## config.mk

```make
export PLATFORM = sky130hd
export DESIGN_NAME = fsk_packet_tx
export DESIGN_NICKNAME = d
export VERILOG_FILES = /design/src/rtl/fsk_tx_pkg.sv /design/src/rtl/fsk_carrier_gen.sv /design/src/rtl/fsk_bit_seq.sv /design/src/rtl/fsk_packet_tx.sv
export SDC_FILE = /design/constraint.sdc
export NUM_CORES = 1
export LEC_CHECK = 0
export BUFFER_PORTS_ARGS = -buffer_cell sky130_fd_sc_hd__buf_4
export CAP_MARGIN = 20
export CORE_MARGIN = 3
export CORE_UTILIZATION = 30
export DETAILED_ROUTE_END_ITERATION = 10
export SYNTH_ARGS = -nofsm -noshare
export SYNTH_HDL_FRONTEND = slang
export SYNTH_SLANG_ARGS = --single-unit
```

## constraint.sdc

```tcl
create_clock -name clk -period 4.2 [get_ports clk]
set_clock_uncertainty 0.05 [all_clocks]
set_input_delay 0.63 -clock clk [delete_from_list [all_inputs] [get_ports clk]]
set_output_delay 0.63 -clock clk [all_outputs]
set_load 0.005 [all_outputs]
```

## src/rtl/fsk_tx_pkg.sv

```systemverilog
// Package: packet field widths, fixed patterns and shared types for the
// FSK packet transmitter. Assumes MSB-first transmission of every field.
package fsk_tx_pkg;
    localparam int unsigned PRE_W   = 16;
    localparam int unsigned SYNC_W  = 16;
    localparam int unsigned TRAIL_W = 24;
    localparam logic [PRE_W-1:0]  PRE_PATTERN  = 16'hAAAA;
    localparam logic [SYNC_W-1:0] SYNC_PATTERN = 16'h54C7;

    typedef enum logic {SEQ_IDLE, SEQ_SEND} seq_state_e;

    // Compare level for a fraction num/3 of top: output high above it.
    function automatic int unsigned cmp_level(input int unsigned top, input int unsigned num);
        return top - (top * num) / 3;
    endfunction
endpackage

```

## src/rtl/fsk_carrier_gen.sv

```systemverilog
// Carrier generator: one up/down counter shared by two compare outputs.
// The top value and both compare levels are shadowed and latched only when
// the counter is at zero, so a period change never cuts a cycle short.
// Assumes top_in >= 3 and that run is low for at least one cycle after reset.
module fsk_carrier_gen #(
    parameter int unsigned CW = 10
) (
    input  logic          clk,
    input  logic          rst_n,
    input  logic          run,
    input  logic [CW-1:0] top_in,
    input  logic [CW-1:0] lvl_a_in,
    input  logic [CW-1:0] lvl_b_in,
    output logic          pwm_a,
    output logic          pwm_b,
    output logic          cyc_end
);
    logic [CW-1:0] cnt_q;
    logic [CW-1:0] top_q;
    logic [CW-1:0] lvl_a_q;
    logic [CW-1:0] lvl_b_q;
    logic          down_q;

    // Counter sweep and shadow latch of period and compare levels.
    always_ff @(posedge clk) begin
        if (!rst_n) begin
            cnt_q   <= '0;
            down_q  <= 1'b0;
            top_q   <= '0;
            lvl_a_q <= '0;
            lvl_b_q <= '0;
        end else if (!run) begin
            cnt_q   <= '0;
            down_q  <= 1'b0;
            top_q   <= top_in;
            lvl_a_q <= lvl_a_in;
            lvl_b_q <= lvl_b_in;
        end else begin
            if (cnt_q == '0) begin
                top_q   <= top_in;
                lvl_a_q <= lvl_a_in;
                lvl_b_q <= lvl_b_in;
            end
            if (!down_q) begin
                cnt_q <= cnt_q + CW'(1);
                if (cnt_q + CW'(1) == top_q) begin
                    down_q <= 1'b1;
                end
            end else begin
                cnt_q <= cnt_q - CW'(1);
                if (cnt_q == CW'(1)) begin
                    down_q <= 1'b0;
                end
            end
        end
    end

    // Compare outputs and end-of-period marker.
    always_comb begin
        pwm_a   = run && (cnt_q > lvl_a_q);
        pwm_b   = run && (cnt_q > lvl_b_q);
        cyc_end = run && down_q && (cnt_q == CW'(1));
    end


    top_shadow_chk: assert property (@(posedge clk) disable iff (!rst_n)
        ($past(run) && run && $past(cnt_q) != '0) |-> $stable(top_q));

    cnt_bound_chk: assert property (@(posedge clk) disable iff (!rst_n)
        run |-> (cnt_q <= top_q));

    period_wrap_chk: assert property (@(posedge clk) disable iff (!rst_n)
        (cyc_end && run) |=> (cnt_q == '0));

    nest_duty_chk: assert property (@(posedge clk) disable iff (!rst_n)
        pwm_a |-> pwm_b);
endmodule

```

## src/rtl/fsk_bit_seq.sv

```systemverilog
// Bit sequencer: captures the payload on start, holds the whole packet in a
// shift register and presents one sent bit at a time. It advances after a
// fixed number of carrier periods and applies the optional differential
// precode to payload bits. Assumes cyc_end pulses once per carrier period.
module fsk_bit_seq
    import fsk_tx_pkg::*;
#(
    parameter int unsigned         NUM_BYTES       = 38,
    parameter int unsigned         PERIODS_PER_BIT = 51,
    parameter bit                  DIFF_EN         = 1'b0,
    parameter logic [TRAIL_W-1:0]  TRAILER         = '0
) (
    input  logic                   clk,
    input  logic                   rst_n,
    input  logic                   start,
    input  logic [NUM_BYTES*8-1:0] payload,
    input  logic                   cyc_end,
    output logic                   busy,
    output logic                   done,
    output logic                   cur_bit
);
    localparam int unsigned DATA_W  = NUM_BYTES * 8;
    localparam int unsigned TOTAL   = PRE_W + SYNC_W + DATA_W + TRAIL_W;
    localparam int unsigned DATA_LO = PRE_W + SYNC_W;
    localparam int unsigned DATA_HI = DATA_LO + DATA_W;
    localparam int unsigned POS_W   = $clog2(TOTAL);
    localparam int unsigned PER_W   = (PERIODS_PER_BIT > 1) ? $clog2(PERIODS_PER_BIT) : 1;

    seq_state_e        state_q;
    logic [TOTAL-1:0]  sr_q;
    logic [TOTAL-1:0]  sr_init;
    logic [DATA_W-1:0] data_msb;
    logic [POS_W-1:0]  pos_q;
    logic [PER_W-1:0]  per_q;
    logic              bit_q;
    logic              done_q;
    logic              next_sent;
    logic              last_per;

    // Byte 0 goes first on the line: reorder the bytes so it sits at the top.
    for (genvar gi = 0; gi < NUM_BYTES; gi++) begin : g_reorder
        assign data_msb[(NUM_BYTES-1-gi)*8 +: 8] = payload[gi*8 +: 8];
    end
    assign sr_init = {PRE_PATTERN, SYNC_PATTERN, data_msb, TRAILER};

    // Next sent bit, with the differential precode inside the payload field.
    always_comb begin
        logic [POS_W-1:0] npos;
        npos      = pos_q + POS_W'(1);
        next_sent = sr_q[TOTAL-2];
        if (DIFF_EN && (npos >= POS_W'(DATA_LO)) && (npos < POS_W'(DATA_HI))) begin
            next_sent = sr_q[TOTAL-2] ^ bit_q;
        end
        last_per = (per_q == PER_W'(PERIODS_PER_BIT - 1));
    end

    // Packet state, bit position and period counting.
    always_ff @(posedge clk) begin
        if (!rst_n) begin
            state_q <= SEQ_IDLE;
            sr_q    <= '0;
            pos_q   <= '0;
            per_q   <= '0;
            bit_q   <= 1'b0;
            done_q  <= 1'b0;
        end else begin
            done_q <= 1'b0;
            if (state_q == SEQ_IDLE) begin
                if (start) begin
                    state_q <= SEQ_SEND;
                    sr_q    <= sr_init;
                    pos_q   <= '0;
                    per_q   <= '0;
                    bit_q   <= sr_init[TOTAL-1];
                end
            end else if (cyc_end) begin
                if (!last_per) begin
                    per_q <= per_q + PER_W'(1);
                end else begin
                    per_q <= '0;
                    if (pos_q == POS_W'(TOTAL - 1)) begin
                        state_q <= SEQ_IDLE;
                        done_q  <= 1'b1;
                    end else begin
                        pos_q <= pos_q + POS_W'(1);
                        sr_q  <= sr_q << 1;
                        bit_q <= next_sent;
                    end
                end
            end
        end
    end

    assign busy    = (state_q == SEQ_SEND);
    assign done    = done_q;
    assign cur_bit = bit_q;


    start_accept_chk: assert property (@(posedge clk) disable iff (!rst_n)
        (start && !busy) |=> (busy && pos_q == '0));

    start_ignore_chk: assert property (@(posedge clk) disable iff (!rst_n)
        (busy && start && !cyc_end) |=> ($stable(sr_q) && $stable(pos_q)));

    bit_hold_chk: assert property (@(posedge clk) disable iff (!rst_n)
        (busy && !cyc_end) |=> $stable(bit_q));

    done_edge_chk: assert property (@(posedge clk) disable iff (!rst_n)
        $fell(busy) |-> done);

    done_single_chk: assert property (@(posedge clk) disable iff (!rst_n)
        done |=> !done);
endmodule

```

## src/rtl/fsk_packet_tx.sv

```systemverilog
// Top: FSK packet transmitter. The sequencer picks the sent bit and this
// level maps it to a mark (1) or space (0) top and compare levels, all
// constants, which the carrier generator shadows at counter zero.
// Assumes both top values are at least 3.
module fsk_packet_tx
    import fsk_tx_pkg::*;
#(
    parameter int unsigned        NUM_BYTES       = 38,
    parameter int unsigned        TOP_SPACE       = 675,
    parameter int unsigned        TOP_MARK        = 789,
    parameter int unsigned        PERIODS_PER_BIT = 51,
    parameter bit                 DIFF_EN         = 1'b0,
    parameter logic [TRAIL_W-1:0] TRAILER         = '0
) (
    input  logic                   clk,
    input  logic                   rst_n,
    input  logic                   start,
    input  logic [NUM_BYTES*8-1:0] payload,
    output logic                   pwm_a,
    output logic                   pwm_b,
    output logic                   busy,
    output logic                   done
);
    localparam int unsigned TOP_MAX = (TOP_MARK > TOP_SPACE) ? TOP_MARK : TOP_SPACE;
    localparam int unsigned CW      = $clog2(TOP_MAX + 1);
    localparam logic [CW-1:0] LA_S  = CW'(cmp_level(TOP_SPACE, 1));
    localparam logic [CW-1:0] LB_S  = CW'(cmp_level(TOP_SPACE, 2));
    localparam logic [CW-1:0] LA_M  = CW'(cmp_level(TOP_MARK, 1));
    localparam logic [CW-1:0] LB_M  = CW'(cmp_level(TOP_MARK, 2));

    logic          cur_bit;
    logic          cyc_end;
    logic [CW-1:0] top_sel;
    logic [CW-1:0] lvl_a_sel;
    logic [CW-1:0] lvl_b_sel;

    // Frequency select for the bit being sent.
    always_comb begin
        top_sel   = cur_bit ? CW'(TOP_MARK) : CW'(TOP_SPACE);
        lvl_a_sel = cur_bit ? LA_M : LA_S;
        lvl_b_sel = cur_bit ? LB_M : LB_S;
    end

    fsk_bit_seq #(
        .NUM_BYTES       (NUM_BYTES),
        .PERIODS_PER_BIT (PERIODS_PER_BIT),
        .DIFF_EN         (DIFF_EN),
        .TRAILER         (TRAILER)
    ) u_seq (
        .clk     (clk),
        .rst_n   (rst_n),
        .start   (start),
        .payload (payload),
        .cyc_end (cyc_end),
        .busy    (busy),
        .done    (done),
        .cur_bit (cur_bit)
    );

    fsk_carrier_gen #(
        .CW (CW)
    ) u_car (
        .clk      (clk),
        .rst_n    (rst_n),
        .run      (busy),
        .top_in   (top_sel),
        .lvl_a_in (lvl_a_sel),
        .lvl_b_in (lvl_b_sel),
        .pwm_a    (pwm_a),
        .pwm_b    (pwm_b),
        .cyc_end  (cyc_end)
    );


    idle_quiet_chk: assert property (@(posedge clk) disable iff (!rst_n)
        !busy |-> (!pwm_a && !pwm_b));
endmodule

```

==> impl_results.md, run 1 <==
* Final period demand of the worst path at 3.42 ns
* Vias per cell at 4.95
* Syn Nets at 2075
* Worst path depth at 8
* CP max-delay cell: a2111oi_0
* Worst hold-check path type: in -> reg
* Worst Tran Pin Value at 1.04 ns
* DRC viols at 0
* Buffers plus inverters on the worst setup path at 2
* Final period utilization at 81.4%
* Routed len/inst at 15.6 um
* Top delay family on crit path: compound AO/OA/AOI/OAI gates
* Slew margin rel. at 30.6%
* Critical path required time at 3.52 ns
* Syn avg cell area at 9.37 um^2
* Worst setup startpoint: u_car.lvl_b_q[2]
* Post-synth cell types at 50
* Initial drt markers at 787
* Design Power at 9.09 mW
* Maximum fanout along the worst path at 6
* CP Cell Sequence: inv_1 -> ha_1 -> a2111oi_0 -> o21ai_0 -> a21o_1 -> a221oi_1 -> nor2_1 -> buf_4
* Critical R2R Launch: u_car.cnt_q[2]
* Post-CTS setup buffer count at 0
* Final Hold Viols at 0
* Most frequent cells in the layout: 366 x dfxtp_1, 352 x nor2_1, 324 x buf_4
* Crit end category: primary output
* Crit start category: flip-flop
* Clk slew on worst S/H paths at 0.06 ns
* Die Y at 240 um
* Initial Utilization at 30.4%
* Final std cells w/o fill at 2699
* Setup violations, final at 0
* Overall routing resource usage at 14.2%
* WL final at 42.1 mm
* Vias in the first global route at 12906
* Clk sinks at 367
* Clock root buffer: clkbuf_16
* Sequential area share after synthesis at 44.8%
* Largest net degree at the start of global routing at 155
* TritonRoute pass-1 iters at 5
* Fill cell count at 5296
* Final nets at 2295
* P_leak at 8.01 nW
* Worst VDD drop at 0.276 mV
* I/O pin count at 311
* Post-CTS Resized at 0
* Worst r2r path cells at 6
* Ys Warns at 0
* GR Overflow Total at 0
* First-pass GRT wire length at 67.1 mm
* Placed cells at 2619
* Remaining antenna violation count after routing at 0
* Site Rows at 85
* Status: completed
* Reg-to-reg slack, setup at 1.07 ns
* Share of post-route cells with drive strength above 1 at 20.6%
* Setup CP Type: reg -> out
* Via count at 13368
* Syn Inst Count at 1750
* Hold WS at 0.268 ns
* CP arrival at 2.74 ns
* Buffers on Ports at 310
* Clock tree from TritonCTS: built
* FF-to-FF End: u_seq.sr_q[171]
* Initial antenna violation count at 2
* Synth-to-Final Area Change at 26.2%
* Max Clock Freq at 293 MHz
* Die X at 240 um
* CTS Buf Count at 44
* Syn Std Cell Area at 16400 um^2
* TNS Setup at 0 ns
* Register bit total from synthesis at 367
* Core box area at 53900 um^2
* MaxCap Viol Count at 0
* Post-layout util at 38.4%
* Pins Over Slew Limit at 0
* Power per cell area at 440 nW/um^2
* Worst-Skew Late Latency at 0.56 ns
* Synth Flop Type: dfxtp_1
* Most common cell after layout, fill and taps aside: dfxtp_1
* Crit path capture: pwm_a
* Gpl congestion at 0.806
* H-tree depth at 2
* RSZ-0062 raised after global routing: false
* Async SR Flop Fraction at 0%
* CTS max path bufs at 3
* EDFF count, synth at 0
* Die area at 57500 um^2
* Hpwl dp at 28.3 mm
* Largest stage delay, worst path at 0.49 ns
* CTS Hold Buffers Added at 0
state kept, by name (all words and copies together), names as in the netlist:
signal and flops:
u_seq.pos_q 9, u_seq.per_q 6, u_seq.busy 1, u_car.cnt_q 10, u_seq.cur_bit 1, u_car.lvl_b_q 3
u_seq.done 1, u_car.down_q 1, u_seq.sr_q 335
worst min path at each step:
| stage | endpoint | cells past startpoint | start | slack, ns |
|---|---|---|---|---|
| after floorplan | u_seq.sr_q[331] | 2 | u_seq.sr_q[331] | 0.38 |
| after global placement | u_seq.sr_q[331] | 2 | u_seq.sr_q[331] | 0.39 |
| after global routing | u_seq.sr_q[24] | 3 | payload[296] | 0.26 |
| after CTS | u_seq.sr_q[24] | 3 | payload[296] | 0.22 |
| final | u_seq.sr_q[24] | 3 | payload[296] | 0.27 |
| after detailed placement | u_seq.sr_q[348] | 2 | u_seq.sr_q[348] | 0.39 |
cell families (layout without fill, tap and decap cells):
family | Yosys count | in the layout | share of synthesized area (%)
compound gates | 373 | 373 | 16.5
xor+xnor | 20 | 20 | 1.07
fa+ha+maj | 18 | 18 | 1.37
buf+inv | 170 | 422 | 4.65
flops | 367 | 367 | 44.8
mux | 305 | 305 | 18.6
other cells | 0 | 1 | 0
simple gates | 497 | 497 | 13.0
per-layer routing:
layer  up-vias  track usage [%]  part of all wire [%]
met2       250             23.1                    47
met4         0             4.56                   2.7
met3        67             5.33                   7.4
met1      6232             17.3                    43
li1       6819                -                     -
met5         -                0                     0
cell usage after synthesis (2+ instances only):
library cell | number | area [um^2]
buf_6 | 2 | 22.5
nor4_1 | 10 | 62.6
dfxtp_1 | 367 | 7350
inv_1 | 10 | 37.5
o31ai_1 | 2 | 15.0
nand4_1 | 6 | 37.5
clkbuf_1 | 82 | 308
a211oi_1 | 307 | 2300
or3_1 | 2 | 12.5
nand3_1 | 28 | 140
nor3b_1 | 16 | 120
a21oi_1 | 29 | 145
o21ai_0 | 11 | 55.1
buf_4 | 8 | 60.1
buf_2 | 63 | 315
nor2b_1 | 3 | 18.8
o211ai_1 | 3 | 22.5
buf_1 | 4 | 15.0
a31o_2 | 4 | 35.0
nor3_1 | 24 | 120
nand2_1 | 38 | 143
xor2_1 | 7 | 61.3
mux2i_1 | 305 | 3050
o22ai_1 | 2 | 12.5
nand4b_1 | 2 | 17.5
a31oi_1 | 3 | 18.8
or4_1 | 8 | 60.1
nor2_1 | 352 | 1320
o31a_1 | 2 | 17.5
xnor2_1 | 13 | 114
ha_1 | 18 | 225
per-stage QoR:
step           worst slack [ns]  instance area (um^2)
5_1_grt                   0.541                 20700
4_1_cts                   0.734                 20700
3_3_place_gp               1.13                 19200
3_5_place_dp               1.09                 19200
6_report                  0.782                 20700
2_1_floorplan              1.85                 16400
worst register-to-register path, stage by stage, from the launching register on:
cell	delay [ns]
dfxtp_1	0.44
or4_4	0.61
nor4_2	0.48
a31o_4	0.44
buf_12	0.49
nor2_1	0.23
a211oi_1	0.28
area by class of cell:
type                       instances  area [um^2]  share of cell area, %
sequential                       367         7350                   35.5
tap                              696          871                   4.21
multi-input combinational       1213         8310                   40.2
antenna                            1         2.50                 0.0121
clock inverter                    17          215                   1.04
inverter                          11         48.8                  0.236
timing repair buffer             333         2620                   12.7
clock buffer                      61         1270                   6.12
power by group:
group,internal [mW],total [mW],switching (mW)
registers,3.77,3.92,0.152
clock network,2.36,3.90,1.54
logic,0.630,1.28,0.646
Note: power is estimated with default switching activity, not from simulation.
==> run 2, diff against run 1 <==
==> constraint.sdc (replaced) <==
create_clock -name clk -period 2.88 [get_ports clk]
set_clock_uncertainty 0.05 [all_clocks]
set_input_delay 0.432 -clock clk [delete_from_list [all_inputs] [get_ports clk]]
set_output_delay 0.432 -clock clk [all_outputs]
set_load 0.005 [all_outputs]
==> impl_results.md, run 2 (synthesized netlist as in run 1, its figures left out) <==
* Status: completed (unchanged)
* Fin worst setup slack at 0.108 ns (was 0.782 ns)
* Site Rows at 85 (unchanged)
* Worst VDD drop at 0.350 mV (was 0.276 mV)
* Gate power share at 14.8% (was 14.0%)
* Area of the multi-input gates at 8380 um^2 (was 8310 um^2)
* GR Overflow Total at 0 (unchanged)
* Hpwl dp at 28.9 mm (was 28.3 mm)
* WL final at 42.2 mm (was 42.1 mm)
* Synth-to-Final Area Change at 27.9% (was 26.2%)
* TNS Setup at 0 ns (unchanged)
* Hold Path Origin: payload[296] (unchanged)
* Fill cell count at 5239 (was 5296)
* Via count at 13410 (was 13368)
* Critical path required time at 2.40 ns (was 3.52 ns)
* Die Y at 240 um (unchanged)
* Crit end category: primary output (unchanged)
* Placed cells at 2641 (was 2619)
* Largest net degree at the start of global routing at 115 (was 155)
* Crit start category: flip-flop (unchanged)
* Final Hold Viols at 0 (unchanged)
* Part of the power in registers at 44.2% (was 43.1%)
* Sw power at 3.35 mW (was 2.34 mW)
* Pins Over Slew Limit at 0 (unchanged)
* Share of post-route cells with drive strength above 1 at 21.7% (was 20.6%)
* Worst Tran Pin Value at 0.924 ns (was 1.04 ns)
* First-pass GRT wire length at 66.3 mm (was 67.1 mm)
* Worst setup startpoint: u_car.cnt_q[3] (was u_car.lvl_b_q[2])
* Die X at 240 um (unchanged)
* Initial antenna violation count at 3 (was 2)
* Clock tree from TritonCTS: built (unchanged)
* RSZ-0062 raised after global routing: false (unchanged)
* Slew margin rel. at 38.4% (was 30.6%)
* P_leak at 8.14 nW (was 8.01 nW)
* Critical R2R Launch: u_car.cnt_q[3] (was u_car.cnt_q[2])
* Area after DPL at 19500 um^2 (was 19200 um^2)
* Clk pwr share at 41.0% (was 42.9%)
* Initial Utilization at 30.4% (unchanged)
* Top Registers: u_seq.sr_q: 335 flops, u_car.cnt_q: 10 flops, u_seq.pos_q: 9 flops (unchanged)
* Vias in the first global route at 12752 (was 12906)
* Max Clock Freq at 361 MHz
* TritonRoute pass-1 iters at 5 (unchanged)
* Final nets at 2319 (was 2295)
* Routed len/inst at 15.5 um (was 15.6 um)
* Worst-Skew Late Latency at 0.57 ns (was 0.56 ns)
* DRC viols at 0 (unchanged)
* Internal at 9.61 mW (was 6.76 mW)
* Maximum fanout along the worst path at 6 (unchanged)
* CTS Buf Count at 44 (unchanged)
* Setup violations, final at 0 (unchanged)
* Die area at 57500 um^2 (unchanged)
* Final std cells w/o fill at 2723 (was 2699)
* Clk sinks at 367 (unchanged)
* Design Power at 13.0 mW (was 9.09 mW)
* CP arrival at 2.29 ns (was 2.74 ns)
* Power per cell area at 618 nW/um^2 (was 440 nW/um^2)
* Largest reg by FF count: u_seq.sr_q (unchanged)
* Worst hold-check path type: in -> reg (unchanged)
* Setup CP Type: reg -> out (unchanged)
* Reg area at 7350 um^2 (about the same)
* Clock root buffer: clkbuf_16 (unchanged)
* Switching part of the total at 25.9% (was 25.7%)
* Clk slew on worst S/H paths at 0.06 ns (about the same)
* Max reg flops at 335 (unchanged)
* MaxCap Viol Count at 0 (unchanged)
* Most common cell after layout, fill and taps aside: dfxtp_1 (unchanged)
* I/O pin count at 311 (unchanged)
* Vias per cell at 4.92 (was 4.95)
* Initial drt markers at 681 (was 787)
* Post-layout util at 38.9% (was 38.4%)
* Final period utilization at 96.2%
* CTS max path bufs at 3 (unchanged)
* Final period demand of the worst path at 2.77 ns
* H-tree depth at 2 (unchanged)
* Most frequent cells in the layout: 364 x dfxtp_1, 352 x nor2_1, 335 x buf_4 (was 366 x dfxtp_1, 352 x nor2_1, 324 x buf_4)
* Buffers on Ports at 310 (unchanged)
* Hold WS at 0.106 ns (was 0.268 ns)
* DP Worst Slack at 0.316 ns (was 1.09 ns)
* Overall routing resource usage at 14.1% (was 14.2%)
* Core box area at 53900 um^2 (unchanged)
* Gpl congestion at 0.812 (was 0.806)
* Remaining antenna violation count after routing at 0 (unchanged)
* CTS Hold Buffers Added at 0 (unchanged)
* Design area at 21000 um^2 (was 20700 um^2)
run 2: cell types whose count changed in the layout (fill, tap and decap cells not counted), sizes merged:
| cell | delta |
|---|---|
| buf | +24 |
| bufinv | -3 |
| clkbuf | +3 |
| clkinv | -1 |
| clkinvlp | -2 |
| diode | +1 |
| inv | +2 |
run 2: what timing repair did:
item	in CTS	in global routing
buffers inserted	0	3
endpoints found under the setup margin	1	1
endpoints found under the hold margin	0	0
resized for setup	9	6
pin swaps	1	0
run 2: final cells by class:
class	instances	share of cell area (%)
clock inverters	13	0.531
repair buffers	357	14.0
clock buffers	64	6.04
inverters	11	0.245
flip-flops and latches	367	35.1
well taps	696	4.15
diodes	2	0.0239
multi-input cells	1213	39.9
run 2: final timing paths:
kind	slack, ns	depth (start not counted)	end
worst max register to register	0.27	7	u_seq.sr_q[241]
worst min-delay path	0.11	3	u_seq.sr_q[24]
worst min register to register	0.40	2	u_seq.sr_q[358]
worst max-delay path	0.11	8	pwm_a
run 2: power groups by stage:
stage / clock, mW / sequential, mW / combinational (mW)
6_report: 5.31 / 5.73 / 1.92
5_1_grt: 5.72 / 5.78 / 2.14
4_1_cts: 5.51 / 5.73 / 1.94
3_5_place_dp: 0 / 5.83 / 1.93
3_3_place_gp: 0 / 5.82 / 1.88
2_1_floorplan: 0 / 5.76 / 1.31
run 2: critical path: stages (launching register included):
cell,delay (ns)
dfxtp_1,0.36
buf_6,0.15
ha_4,0.21
a2111oi_4,0.31
o21ai_1,0.09
a21o_1,0.17
a221oi_1,0.23
nor2_1,0.07
buf_4,0.14
run 2: routing by layer:
metal / track usage (%) / routed length (um) / vias up
met5: 0 / 13 / -
met4: 4.71 / 1150 / 2
met3: 4.72 / 2870 / 71
met2: 22.6 / 19600 / 265
met1: 17.8 / 18500 / 6197
li1: - / - / 6875
